<file path="src/rtl/sema_pkg.sv">
package sema_pkg;

  typedef enum logic [1:0] {
    TOK_FREE  = 2'd0,
    TOK_LEFT  = 2'd1,
    TOK_RIGHT = 2'd2
  } tok_state_e;

  // Next holder from the current holder and the active-low request flags
  // as they stand after this edge's writes.
  function automatic tok_state_e tok_next(input tok_state_e cur,
                                          input logic req_l_n,
                                          input logic req_r_n);
    tok_state_e nxt;
    case (cur)
      TOK_LEFT:  nxt = !req_l_n ? TOK_LEFT  : (!req_r_n ? TOK_RIGHT : TOK_FREE);
      TOK_RIGHT: nxt = !req_r_n ? TOK_RIGHT : (!req_l_n ? TOK_LEFT  : TOK_FREE);
      default:   nxt = !req_l_n ? TOK_LEFT  : (!req_r_n ? TOK_RIGHT : TOK_FREE);
    endcase
    return nxt;
  endfunction

endpackage

</file>
<file path="src/rtl/sema_write_dec.sv">
module sema_write_dec #(
  parameter int NUM_TOK = 8,
  parameter int IDX_W   = $clog2(NUM_TOK)
) (
  input  logic               sel,
  input  logic               we,
  input  logic [IDX_W-1:0]   idx,
  output logic [NUM_TOK-1:0] wen
);
  for (genvar i = 0; i < NUM_TOK; i++) begin : g_dec
    assign wen[i] = sel && we && (idx == IDX_W'(i));
  end
endmodule

</file>
<file path="src/rtl/sema_token.sv">
module sema_token
  import sema_pkg::*;
(
  input  logic clk,
  input  logic rst_n,
  input  logic wr_l,
  input  logic d_l,
  input  logic wr_r,
  input  logic d_r,
  output logic view_l,
  output logic view_r
);
  logic       req_l_q, req_r_q;
  logic       req_l_nx, req_r_nx;
  tok_state_e own_q;

  assign req_l_nx = wr_l ? d_l : req_l_q;
  assign req_r_nx = wr_r ? d_r : req_r_q;

  always_ff @(posedge clk) begin
    if (!rst_n) begin
      req_l_q <= 1'b1;
      req_r_q <= 1'b1;
      own_q   <= TOK_FREE;
    end else begin
      req_l_q <= req_l_nx;
      req_r_q <= req_r_nx;
      own_q   <= tok_next(own_q, req_l_nx, req_r_nx);
    end
  end

  assign view_l = (own_q != TOK_LEFT);
  assign view_r = (own_q != TOK_RIGHT);


  grant_free_chk: assert property (@(posedge clk) disable iff (!rst_n)
    (own_q == TOK_FREE && wr_l && !d_l) |=> (!view_l && view_r));


  hold_owner_chk: assert property (@(posedge clk) disable iff (!rst_n)
    (own_q == TOK_LEFT && !(wr_l && d_l)) |=> (!view_l && view_r));


  pass_on_chk: assert property (@(posedge clk) disable iff (!rst_n)
    (own_q == TOK_LEFT && wr_l && d_l && !wr_r && !req_r_q) |=> (view_l && !view_r));


  free_on_chk: assert property (@(posedge clk) disable iff (!rst_n)
    (own_q == TOK_RIGHT && wr_r && d_r && !wr_l && req_l_q) |=> (view_l && view_r));
endmodule

</file>
<file path="src/rtl/sema_read_port.sv">
module sema_read_port #(
  parameter int NUM_TOK = 8,
  parameter int IDX_W   = $clog2(NUM_TOK),
  parameter int DATA_W  = 16
) (
  input  logic               clk,
  input  logic               rst_n,
  input  logic               sel,
  input  logic               we,
  input  logic               oe,
  input  logic [IDX_W-1:0]   idx,
  input  logic [NUM_TOK-1:0] views,
  output logic [DATA_W-1:0]  rdata
);
  logic act, act_q, hold_q;

  assign act = sel && !we && oe;

  always_ff @(posedge clk) begin
    if (!rst_n) begin
      act_q  <= 1'b0;
      hold_q <= 1'b1;
    end else begin
      act_q <= act;
      if (act && !act_q) hold_q <= views[idx];
    end
  end

  assign rdata = act_q ? {DATA_W{hold_q}} : '0;


  read_freeze_chk: assert property (@(posedge clk) disable iff (!rst_n)
    (act_q && act) |=> $stable(rdata));


  idle_zero_chk: assert property (@(posedge clk) disable iff (!rst_n)
    (!act) |=> (rdata == '0));
endmodule

</file>
<file path="src/rtl/sema_bank.sv">
module sema_bank #(
  parameter int NUM_TOK = 8,
  parameter int ADDR_W  = 13,
  parameter int DATA_W  = 16
) (
  input  logic              clk,
  input  logic              rst_n,
  input  logic              l_sel,
  input  logic              l_we,
  input  logic              l_oe,
  input  logic [ADDR_W-1:0] l_addr,
  input  logic [DATA_W-1:0] l_wdata,
  output logic [DATA_W-1:0] l_rdata,
  input  logic              r_sel,
  input  logic              r_we,
  input  logic              r_oe,
  input  logic [ADDR_W-1:0] r_addr,
  input  logic [DATA_W-1:0] r_wdata,
  output logic [DATA_W-1:0] r_rdata
);
  localparam int IDX_W = $clog2(NUM_TOK);

  logic [IDX_W-1:0]   l_idx, r_idx;
  logic [NUM_TOK-1:0] l_wen, r_wen, view_l, view_r;

  // only the low index bits reach the token logic
  assign l_idx = l_addr[IDX_W-1:0];
  assign r_idx = r_addr[IDX_W-1:0];

  sema_write_dec #(.NUM_TOK(NUM_TOK), .IDX_W(IDX_W)) u_dec_l (
    .sel(l_sel), .we(l_we), .idx(l_idx), .wen(l_wen));
  sema_write_dec #(.NUM_TOK(NUM_TOK), .IDX_W(IDX_W)) u_dec_r (
    .sel(r_sel), .we(r_we), .idx(r_idx), .wen(r_wen));

  for (genvar i = 0; i < NUM_TOK; i++) begin : g_tok
    sema_token u_tok (
      .clk(clk), .rst_n(rst_n),
      .wr_l(l_wen[i]), .d_l(l_wdata[0]),
      .wr_r(r_wen[i]), .d_r(r_wdata[0]),
      .view_l(view_l[i]), .view_r(view_r[i]));
  end

  sema_read_port #(.NUM_TOK(NUM_TOK), .IDX_W(IDX_W), .DATA_W(DATA_W)) u_rd_l (
    .clk(clk), .rst_n(rst_n), .sel(l_sel), .we(l_we), .oe(l_oe),
    .idx(l_idx), .views(view_l), .rdata(l_rdata));
  sema_read_port #(.NUM_TOK(NUM_TOK), .IDX_W(IDX_W), .DATA_W(DATA_W)) u_rd_r (
    .clk(clk), .rst_n(rst_n), .sel(r_sel), .we(r_we), .oe(r_oe),
    .idx(r_idx), .views(view_r), .rdata(r_rdata));

  // a write touches at most one token per side
  one_token_chk: assert property (@(posedge clk) disable iff (!rst_n)
    $onehot0(l_wen) && $onehot0(r_wen));
endmodule

</file>
<file path="config.mk">
export PLATFORM = sky130hd
export DESIGN_NAME = sema_bank
export DESIGN_NICKNAME = d
export VERILOG_FILES = /design/src/rtl/sema_pkg.sv /design/src/rtl/sema_write_dec.sv /design/src/rtl/sema_token.sv /design/src/rtl/sema_read_port.sv /design/src/rtl/sema_bank.sv
export SDC_FILE = /design/constraint.sdc
export NUM_CORES = 1
export LEC_CHECK = 0
export ABC_AREA = 1
export BUFFER_PORTS_ARGS = -buffer_cell sky130_fd_sc_hd__buf_2
export CORE_ASPECT_RATIO = 1.75
export CORE_UTILIZATION = 45
export CTS_CLUSTER_SIZE = 40
export DETAILED_ROUTE_END_ITERATION = 10
export PLACE_DENSITY = 0.84
export SLEW_MARGIN = 20
export SYNTH_ARGS = -nofsm -noshare
export SYNTH_HDL_FRONTEND = slang
export SYNTH_SLANG_ARGS = --single-unit
export TNS_END_PERCENT = 10
</file>
<file path="constraint.sdc">
create_clock -name clk -period 1.2 [get_ports clk]
set_input_delay 0.12 -clock clk [delete_from_list [all_inputs] [get_ports clk]]
set_output_delay 0.12 -clock clk [all_outputs]
set_load 0.01 [all_outputs]
</file>
==> summary.txt, run 1 <==
STA
  – Slew @ Worst Pin: 0.321 ns
  – # setup viols final: 0
  – Period utilization: 0.940
  – RSZ-0062 raised after global routing: no
  – Worst-case clock skew: 0.00974 ns
  – Max Slew Vio Count: 0
  – Minimum clock period: 1.13 ns
  – Peak Freq: 886 MHz
  – Endpoints failing hold: 0
  – Rel. slew slack: 0.785
  – Setup Total Neg Slack: 0 ns

Synth
  – Post-synth cell types: 14
  – Number of synthesized register bits: 36
  – Yosys warnings: 0
  – Mapped Area: 1860 sq um
  – Synth Net Count: 343
  – Instance count of the mapped netlist: 277
  – Mean post-synth cell area: 6.72 sq um
  – Seq/Total Area, Yosys: 0.387

Clock tree
  – Worst-Skew Late Latency: 0.30 ns
  – Cts bufs inserted: 5
  – H-tree depth: 2
  – Clk Tree Root Cell: clkbuf_8
  – Number of gates resized after CTS: 2
  – Clock sinks: 36
  – Clock tree buffer depth: 2
  – Clock slew at reported path FFs: 0.08 ns
  – CTS tree: built
  – Post-CTS Setup Inserts: 0
  – CTS Hold Bufs: 0

Power
  – Leakage Power: 1.17 nW
  – Cell Pwr Density: 1250 nW/um^2
  – Sequential share of power: 0.478
  – Clock share of power: 0.416
  – Comb pwr share: 0.106
  – P_sw: 0.641 mW
  – Switching Share: 0.248
  – Worst vdd ir: 1.12 mV
  – Cell-internal power: 1.94 mW

Die
  – Die Ht: 87.1 microns
  – Core Region: 3900 sq um
  – Die area: 4410 sq um
  – Initial Utilization: 0.477
  – Row count: 30
  – IO Count: 98
  – Chip Width: 50.6 microns

Detailed routing
  – ANT nets after route: 0
  – Total number of vias: 1699
  – WL/cell: 10.5 microns
  – Via density per instance: 4.84
  – Iter 0 DRT Violations: 40
  – Drt drc: 0
  – DRT Pass-1 Iters: 4
  – WL final: 3670 microns

Placed design
  – Post-placement cell area: 1950 sq um
  – # port buffers: 47
  – GPL Wtd Cong: 0.836
  – Detailed-placement wirelength estimate: 2850 microns

Setup path
  – Worst setup startpoint: u_rd_l.hold_q
  – R2r endpoint: u_rd_r.hold_q
  – Worst path required time: 1.08 ns
  – RR Startpoint: g_tok[2].u_tok.own_q[1]
  – Critical path type: register to output pin
  – Crit path DAT: 1.01 ns
  – Cells on worst reg2reg path: 7
  – Crit start category: register
  – Critical Path Fanout Max: 16
  – Crit path capture type: output pin
  – R2R Setup Slk: 0.23 ns
  – End point of the critical path: l_rdata[2]

Final layout
  – Total Nets Final: 368
  – Fill count: 398
  – Share of post-route cells with drive strength above 1: 0.208
  – Layout area overhead: 10.7%
  – Fin area: 2060 sq um
  – Area occupied by multi-input gates: 733 sq um
  – FF+latch area: 721 sq um
  – N_diodes: 0

Global route
  – Gr ovfl total: 0
  – Initial antenna violation count: 0
  – First-pass GRT wire length: 5710 microns
  – Largest net degree at the start of global routing: 17
  – Tot GR Track Use: 0.179
  – Vias in the first global route: 1352

Hold path
  – Hold Path Class: input pin to register

Job
  – Max Cap Viol: 0

Status
  – Outcome: finished, final reports clean
## worst max-delay path, cell delays in order, from the launching register on
cell and delay (ns):
dfxtp_1 0.34, nand2_1 0.06, inv_2 0.14, buf_2 0.16
## per-layer routing
layer,global-route usage,vias to the layer above,routed length (microns)
li1,-,879,-
met1,0.173,738,1430
met2,0.325,68,1880
met3,0.0489,14,246
met4,0.111,0,116
met5,0,-,0
## cells by family after synthesis
group | share of synthesized area
compound gates | 0.125
simple gates | 0.269
flops | 0.387
buf+inv | 0.219
## layout by cell type, fill, tap and decap left out, drive strengths merged
master	synthesis	final
clkinv	0	1
o21a	1	1
o21ai	17	17
clkinvlp	0	1
bufinv	0	1
nand3b	1	1
nor2	54	54
nand3	5	5
nand2	70	70
dfxtp	36	36
clkbuf	0	5
o211ai	16	16
a21oi	4	4
buf	34	52
inv	39	39
## power groups by stage
stage | clock [mW] | combinational [mW] | sequential, mW
6_report | 1.07 | 0.273 | 1.23
5_1_grt | 1.15 | 0.306 | 1.24
4_1_cts | 1.08 | 0.273 | 1.23
3_5_place_dp | 0 | 0.270 | 1.26
3_3_place_gp | 0 | 0.265 | 1.26
2_1_floorplan | 0 | 0.205 | 1.26
## state kept, by name (all words and copies together), names as in the netlist
signal,flops
u_rd_r.act_q,1
u_rd_r.hold_q,1
u_rd_l.hold_q,1
g_tok.u_tok.own_q,16
g_tok.u_tok.req_l_q,8
u_rd_l.act_q,1
g_tok.u_tok.req_r_q,8
## area by class of cell
cell class,instances,area share
clock buffer,5,0.0334
tap,48,0.0292
inverter,39,0.0723
timing repair buffer,52,0.139
multi-input combinational,168,0.356
sequential,36,0.350
clock inverter,3,0.0207
## cells in the mapped netlist, drive strengths merged
cell,number,area share
a21oi,4,0.011
buf,34,0.14
dfxtp,36,0.39
inv,39,0.079
nand2,70,0.14
nand3,5,0.013
nand3b,1,0.0040
nor2,54,0.11
o211ai,16,0.065
o21a,1,0.0040
o21ai,17,0.046
## metrics by stage
| step | std cells | hold WS (ns) | power (mW) | worst slack, ns | utilization |
|---|---|---|---|---|---|
| 2_1_floorplan | 277 | 0.240 | 1.46 | 0.239 | - |
| 3_3_place_gp | 343 | 0.368 | 1.52 | 0.0612 | 0.498 |
| 3_5_place_dp | 343 | 0.373 | 1.53 | 0.0491 | 0.498 |
| 4_1_cts | 351 | 0.0536 | 2.59 | 0.0613 | 0.527 |
| 5_1_grt | 351 | 0.0887 | 2.69 | 0.00747 | 0.528 |
| 6_report | 351 | 0.0543 | 2.58 | 0.0718 | 0.528 |
## worst min-delay path by stage
stage                     start            to  slack, ns  cells past startpoint
after floorplan            r_oe  u_rd_r.act_q       0.24                      2
after global placement     r_oe  u_rd_r.act_q       0.37                      3
after detailed placement   r_oe  u_rd_r.act_q       0.37                      3
after CTS                  r_oe  u_rd_r.act_q       0.05                      3
after global routing       r_oe  u_rd_r.act_q       0.09                      3
final                      r_oe  u_rd_r.act_q       0.05                      3
Power figures use the tool's default switching activity.
==> inputs of run 2 (changes only) <==
--- a/constraint.sdc
+++ b/constraint.sdc
@@ -3,2 +3,2 @@
 set_output_delay 0.12 -clock clk [all_outputs]
-set_load 0.01 [all_outputs]
+set_load 0.1 [all_outputs]
==> run 2 against run 1 <==
Setup slack worse by 0.25 ns. Final cell count is 0.57% higher. Combinational power is 130% higher. Critical endpoint is now r_rdata[14]. Utilization is 17 points higher. Die area stayed put. Largest power group unchanged. Clock skew is 0.0035 ns lower. Total power is 7.5% higher. First-iteration DRC count is 7.5% higher. Largest cell class is now non-clock buffers. The flow now finishes with violations (setup timing). Sequential share of layout area is 8.5 points lower. Critical path depth is 1 higher. Count of clock-buffer cells in the layout is 2 higher.
==> summary.txt, run 2 (synthesis gave the netlist of run 1 again) <==
Hold path
  – Hold Path Class: input pin to register

Power
  – Worst vdd ir: 0.998 mV (-11%)
  – Leakage Power: 1.33 nW (+13%)
  – Cell Pwr Density: 1010 nW/um^2 (-19%)

Detailed routing
  – Total number of vias: 1835 (+8.0%)
  – Drt drc: 0 (unchanged)
  – DRT Pass-1 Iters: 4 (unchanged)
  – Iter 0 DRT Violations: 43 (+7.5%)
  – Via density per instance: 5.20 (+7.4%)
  – WL/cell: 13.8 microns (+32%)
  – WL final: 4870 microns (+33%)
  – ANT nets after route: 0 (unchanged)

Setup path
  – Critical path type: register to output pin
  – Worst path required time: 1.08 ns (about the same)
  – Critical Path Fanout Max: 8 (-8)
  – Crit path DAT: 1.25 ns (+0.24 ns)
  – Crit start category: register
  – Crit path capture type: output pin

Global route
  – GRT Max-Usage Layer: met2
  – Routing usage on met1: 0.202 (+0.0292)
  – Vias in the first global route: 1822 (+35%)
  – Met3 GRT Util: 0.0663 (+0.0175)
  – First-pass GRT wire length: 7940 microns (+39%)
  – Tot GR Track Use: 0.244 (+0.0655)
  – Gr ovfl total: 0 (unchanged)
  – GRT met2 Usage: 0.488 (+0.164)
  – Initial antenna violation count: 0 (unchanged)
  – Largest net degree at the start of global routing: 18 (+1)

Final layout
  – Biggest regs: g_tok.u_tok.own_q: 16 flops, g_tok.u_tok.req_l_q: 8 flops, g_tok.u_tok.req_r_q: 8 flops
  – Total Nets Final: 371 (+0.82%)
  – Largest register FFs: 16 (unchanged)
  – N_diodes: 0 (unchanged)
  – Most common cell after layout, fill and taps aside: nand2_1
  – Most frequent cells in the layout: nand2_1 (68), nor2_1 (53), inv_1 (37)
  – Layout area overhead: 47.0%
  – Final core utilization: 0.701 (+0.173)
  – Largest Register: g_tok.u_tok.own_q
  – Share of post-route cells with drive strength above 1: 0.233 (+0.0249)
  – Fin area: 2740 sq um (+33%)
  – Fill count: 282 (-29%)

STA
  – Final setup margin: -0.174 ns (-0.246 ns)
  – Endpoints failing hold: 0 (unchanged)
  – Max Slew Vio Count: 0 (unchanged)
  – Rel. slew slack: 0.760 (-0.0258)
  – Minimum clock period: 1.37 ns (+0.246 ns)
  – Peak Freq: 728 MHz (-18%)
  – Worst-case clock skew: 0.00628 ns (-0.00346 ns)
  – Period utilization: 1.15 (+0.205)
  – Slew @ Worst Pin: 0.359 ns (+0.0386 ns)
  – # setup viols final: 32 (+32)
  – RSZ-0062 raised after global routing: yes
  – Setup Total Neg Slack: -4.90 ns (-4.90 ns)

Clock tree
  – Post-CTS Setup Inserts: 0 (unchanged)
  – Worst-Skew Late Latency: 0.29 ns (about the same)
  – Clock tree buffer depth: 2 (unchanged)
  – H-tree depth: 2 (unchanged)
  – CTS tree: built
  – Cts bufs inserted: 5 (unchanged)
  – Clk Tree Root Cell: clkbuf_8
  – Clock slew at reported path FFs: 0.07 ns (about the same)
  – Clock sinks: 36 (unchanged)
  – CTS Hold Bufs: 0 (unchanged)

Die
  – IO Count: 98 (unchanged)
  – Die area: 4410 sq um (unchanged)
  – Initial Utilization: 0.477 (unchanged)
  – Core Region: 3900 sq um (unchanged)
  – Chip Width: 50.6 microns (unchanged)
  – Die Ht: 87.1 microns (unchanged)
  – Row count: 30 (unchanged)

Status
  – Outcome: complete, but fails checks
  – Failing checks: setup timing

Placed design
  – Detailed-placement wirelength estimate: 3310 microns (+16%)
  – Pre-CTS WS: 0.00291 ns (-0.0462 ns)
  – GPL Wtd Cong: 0.835 (about the same)
  – Post-placement cell area: 2450 sq um (+26%)
  – # port buffers: 47 (unchanged)

Job
  – Max Cap Viol: 0 (unchanged)
==> run 2: path summary, 6_finish.rpt <==
path | startpoint | end | slack [ns] | cells after the start
setup / recovery | u_rd_r.hold_q | r_rdata[14] | -0.17 | 4
hold / removal | r_oe | u_rd_r.act_q | 0.09 | 3
setup reg to reg | g_tok[0].u_tok.own_q[0] | u_rd_r.hold_q | 0.22 | 8
hold reg to reg | g_tok[1].u_tok.req_r_q | g_tok[1].u_tok.req_r_q | 0.50 | 2
==> run 2: layer usage <==
layer	part of all wire	vias to the layer above	wire (microns)
met5	0	-	0
li1	-	890	-
met3	0.070	22	339
met2	0.56	90	2720
met1	0.33	833	1590
met4	0.044	0	214
==> run 2: area by class of cell <==
type | instances | area [sq um] | area share
Clock buffer | 7 | 96.3 | 0.0352
Tap cell | 48 | 60.1 | 0.0220
Multi-Input combinational cell | 168 | 738 | 0.270
Inverter | 39 | 154 | 0.0563
Sequential cell | 36 | 726 | 0.265
Timing Repair Buffer | 55 | 961 | 0.351
==> run 2: critical path, stage by stage, from the launching register on <==
cell        delay (ns)
dfxtp_2           0.33
nand2_2           0.09
clkinvlp_4        0.15
buf_16            0.21
buf_16            0.18
==> run 2: report_power, final <==
part           leakage (nW)  switching (mW)  internal (mW)
Combinational         0.984           0.410          0.222
Clock                0.0503           0.393          0.510
Sequential            0.292          0.0124           1.23
==> run 2: metrics by stage <==
step / hold slack [ns] / power [mW] / instances
floorplan: 0.240 / 1.66 / 277
global placement: 0.365 / 1.83 / 344
detailed placement: 0.393 / 1.84 / 344
CTS: 0.0853 / 2.78 / 353
global route: 0.0966 / 2.87 / 353
finish: 0.0934 / 2.77 / 353
==> run 2: timing repair <==
action,4_1_cts,5_1_grt
endpoints found under the setup margin,32,32
gates cloned,2,0
pin swaps,1,1
resized for setup,22,2
hold endpoints to repair,0,0
==> inputs of run 3 (changes only) <==
Settings changed: BUFFER_PORTS_ARGS -buffer_cell sky130_fd_sc_hd__buf_2 to not set, CORE_UTILIZATION 45 to 51, DONT_BUFFER_PORTS set to 1, PLACE_DENSITY 0.84 to 0.7.
==> run 3 against run 2 <==
The run still ends with setup timing left. Global-route usage is 2.3 points lower. Utilization shrank 9.2 points. Sequential cell count unchanged. Clock skew is 0.0014 ns higher. First-iteration DRC count down 4.7%. Setup slack got worse by 0.28 ns. Worst hold slack got worse by 0.070 ns. Largest power group unchanged.
==> summary.txt, run 3 (synthesis gave the netlist of run 1 again) <==
Final layout
  – Fill count: 326 (+16%)
  – Largest Register: g_tok.u_tok.own_q
  – Most common cell after layout, fill and taps aside: nand2_1
  – Final core utilization: 0.608 (-0.0924)
  – Largest register FFs: 16 (unchanged)
  – FF+latch area: 726 sq um (unchanged)
  – Layout area overhead: 12.2%
  – Final non-filler cell total: 313 (-11%)
  – Biggest regs: g_tok.u_tok.own_q: 16 flops, g_tok.u_tok.req_l_q: 8 flops, g_tok.u_tok.req_r_q: 8 flops
  – Most frequent cells in the layout: nand2_1 (68), nor2_1 (53), inv_1 (37)
  – Area occupied by multi-input gates: 738 sq um (unchanged)
  – Share of post-route cells with drive strength above 1: 0.104 (-0.128)
  – N_diodes: 0 (unchanged)
  – Fin area: 2090 sq um (-24%)
  – Total Nets Final: 333 (-10%)

Placed design
  – Post-placement cell area: 1880 sq um (-23%)
  – Detailed-placement wirelength estimate: 2680 microns (-19%)
  – Pre-CTS WS: -0.212 ns (-0.215 ns)
  – # port buffers: 0 (-100%)
  – GPL Wtd Cong: 0.853 (+2.1%)
  – Post-Place Cells: 300 (-13%)

Power
  – Power, Total: 2.74 mW (-1.2%)
  – Worst vdd ir: 0.960 mV (-3.9%)
  – Leakage Power: 1.04 nW (-22%)
  – Cell Pwr Density: 1310 nW/um^2 (+29%)

STA
  – Max Slew Vio Count: 0 (unchanged)
  – Period utilization: 1.38 (+0.234)
  – Final setup margin: -0.455 ns (-0.281 ns)
  – Minimum clock period: 1.65 ns (+0.281 ns)
  – Setup Total Neg Slack: -9.46 ns (-4.56 ns)
  – Slew @ Worst Pin: 0.727 ns (+0.367 ns)
  – WHS: 0.0236 ns (-0.0698 ns)
  – # setup viols final: 33 (+3.1%)
  – Endpoints failing hold: 0 (unchanged)
  – Worst-case clock skew: 0.00771 ns (+0.00143 ns)
  – Rel. slew slack: 0.516 (-0.244)
  – RSZ-0062 raised after global routing: yes
  – Peak Freq: 604 MHz (-17%)

Global route
  – Vias in the first global route: 1446 (-21%)
  – GRT Max-Usage Layer: met2
  – GRT met2 Usage: 0.388 (-0.101)
  – Tot GR Track Use: 0.221 (-0.0231)
  – Largest net degree at the start of global routing: 17 (-1)
  – Gr ovfl total: 0 (unchanged)
  – Initial antenna violation count: 0 (unchanged)
  – Routing usage on met1: 0.228 (+0.0254)
  – First-pass GRT wire length: 6050 microns (-24%)
  – Met3 GRT Util: 0.0527 (-0.0136)

Detailed routing
  – DRT Pass-1 Iters: 4 (unchanged)
  – Total number of vias: 1546 (-16%)
  – Iter 0 DRT Violations: 41 (-4.7%)
  – WL/cell: 11.9 microns (-14%)
  – WL final: 3730 microns (-23%)
  – Via density per instance: 4.94 (-5.0%)
  – Drt drc: 0 (unchanged)
  – ANT nets after route: 0 (unchanged)

Clock tree
  – Clock sinks: 36 (unchanged)
  – CTS tree: built
  – Clock slew at reported path FFs: 0.07 ns (about the same)
  – Cts bufs inserted: 5 (unchanged)
  – Clk Tree Root Cell: clkbuf_8
  – Clock tree buffer depth: 2 (unchanged)
  – H-tree depth: 2 (unchanged)
  – Worst-Skew Late Latency: 0.29 ns (about the same)

Setup path
  – R2R Setup Slk: 0.24 ns (+0.02 ns)
  – Crit path capture type: output pin
  – Crit path DAT: 1.53 ns (+0.28 ns)
  – Critical path type: register to output pin
  – Cells on worst reg2reg path: 7 (-1)
  – Cell Chain, Critical Path: nand2_2 > clkinvlp_4 > buf_16
  – RR Startpoint: g_tok[2].u_tok.own_q[1]
  – Slowest CP cell: buf_16
  – R2r endpoint: u_rd_r.hold_q
  – CP peak stage delay: 0.72 ns (+0.39 ns)
  – Worst path required time: 1.08 ns (about the same)
  – Critical Path Fanout Max: 9 (+1)
  – Crit start category: register

Die
  – Die Ht: 81.9 microns (-5.9%)
  – Row count: 28 (-6.7%)
  – IO Count: 98 (unchanged)
  – Core Region: 3430 sq um (-12%)
  – Chip Width: 47.7 microns (-5.8%)
  – Die area: 3900 sq um (-11%)
  – Initial Utilization: 0.542 (+0.0653)

Job
  – Max Cap Viol: 0 (unchanged)

Hold path
  – Hold endpoint: u_rd_r.act_q
  – Hold Path Class: input pin to register
  – Hold path depth: 2 (-1)
  – Hold Startpoint: rst_n

Status
  – Outcome: complete, but fails checks
  – Failing checks: setup timing
## run 3: layout make-up
class,instances,share of cell area
Sequential cell,36,0.348
Clock buffer,6,0.0348
Multi-Input combinational cell,168,0.354
Timing Repair Buffer,17,0.147
Inverter,39,0.0737
Tap cell,45,0.0270
Clock inverter,2,0.0168
## run 3: critical path, delay by kind of cell, from the launching register on
family | cells | cell delay (ns)
buffers and inverters | 2 | 0.83
flip-flops | 1 | 0.34
AND/OR/NAND/NOR | 1 | 0.06
## run 3: worst max-delay path by stage
| stage | to | from | slack, ns |
|---|---|---|---|
| after detailed placement | r_rdata[4] | u_rd_r.act_q | -0.21 |
| after CTS | r_rdata[4] | u_rd_r.hold_q | -0.45 |
| after global placement | r_rdata[6] | u_rd_r.act_q | -0.19 |
| final | r_rdata[4] | u_rd_r.act_q | -0.45 |
| after floorplan | l_rdata[10] | u_rd_l.act_q | -0.30 |
| after global routing | r_rdata[9] | u_rd_r.act_q | -0.53 |
## run 3: where the power goes
| group | internal, mW | switching [mW] |
|---|---|---|
| logic | 0.107 | 0.358 |
| registers | 1.22 | 0.0112 |
| clock network | 0.616 | 0.423 |
## run 3: routing by layer
| layer | vias to the layer above | routed length [microns] |
|---|---|---|
| met2 | 52 | 1950 |
| met4 | 0 | 134 |
| met5 | - | 0 |
| met1 | 671 | 1390 |
| met3 | 14 | 259 |
| li1 | 809 | - |
## run 3: timing repair
| item | 4_1_cts | 5_1_grt |
|---|---|---|
| hold buffers | 5 | 0 |
| endpoints found under the hold margin | 18 | 0 |
| setup buffers | 0 | 0 |
| setup endpoints to repair | 32 | 65 |
| gates resized for setup | 11 | 1 |
| pin swaps | 1 | 0 |
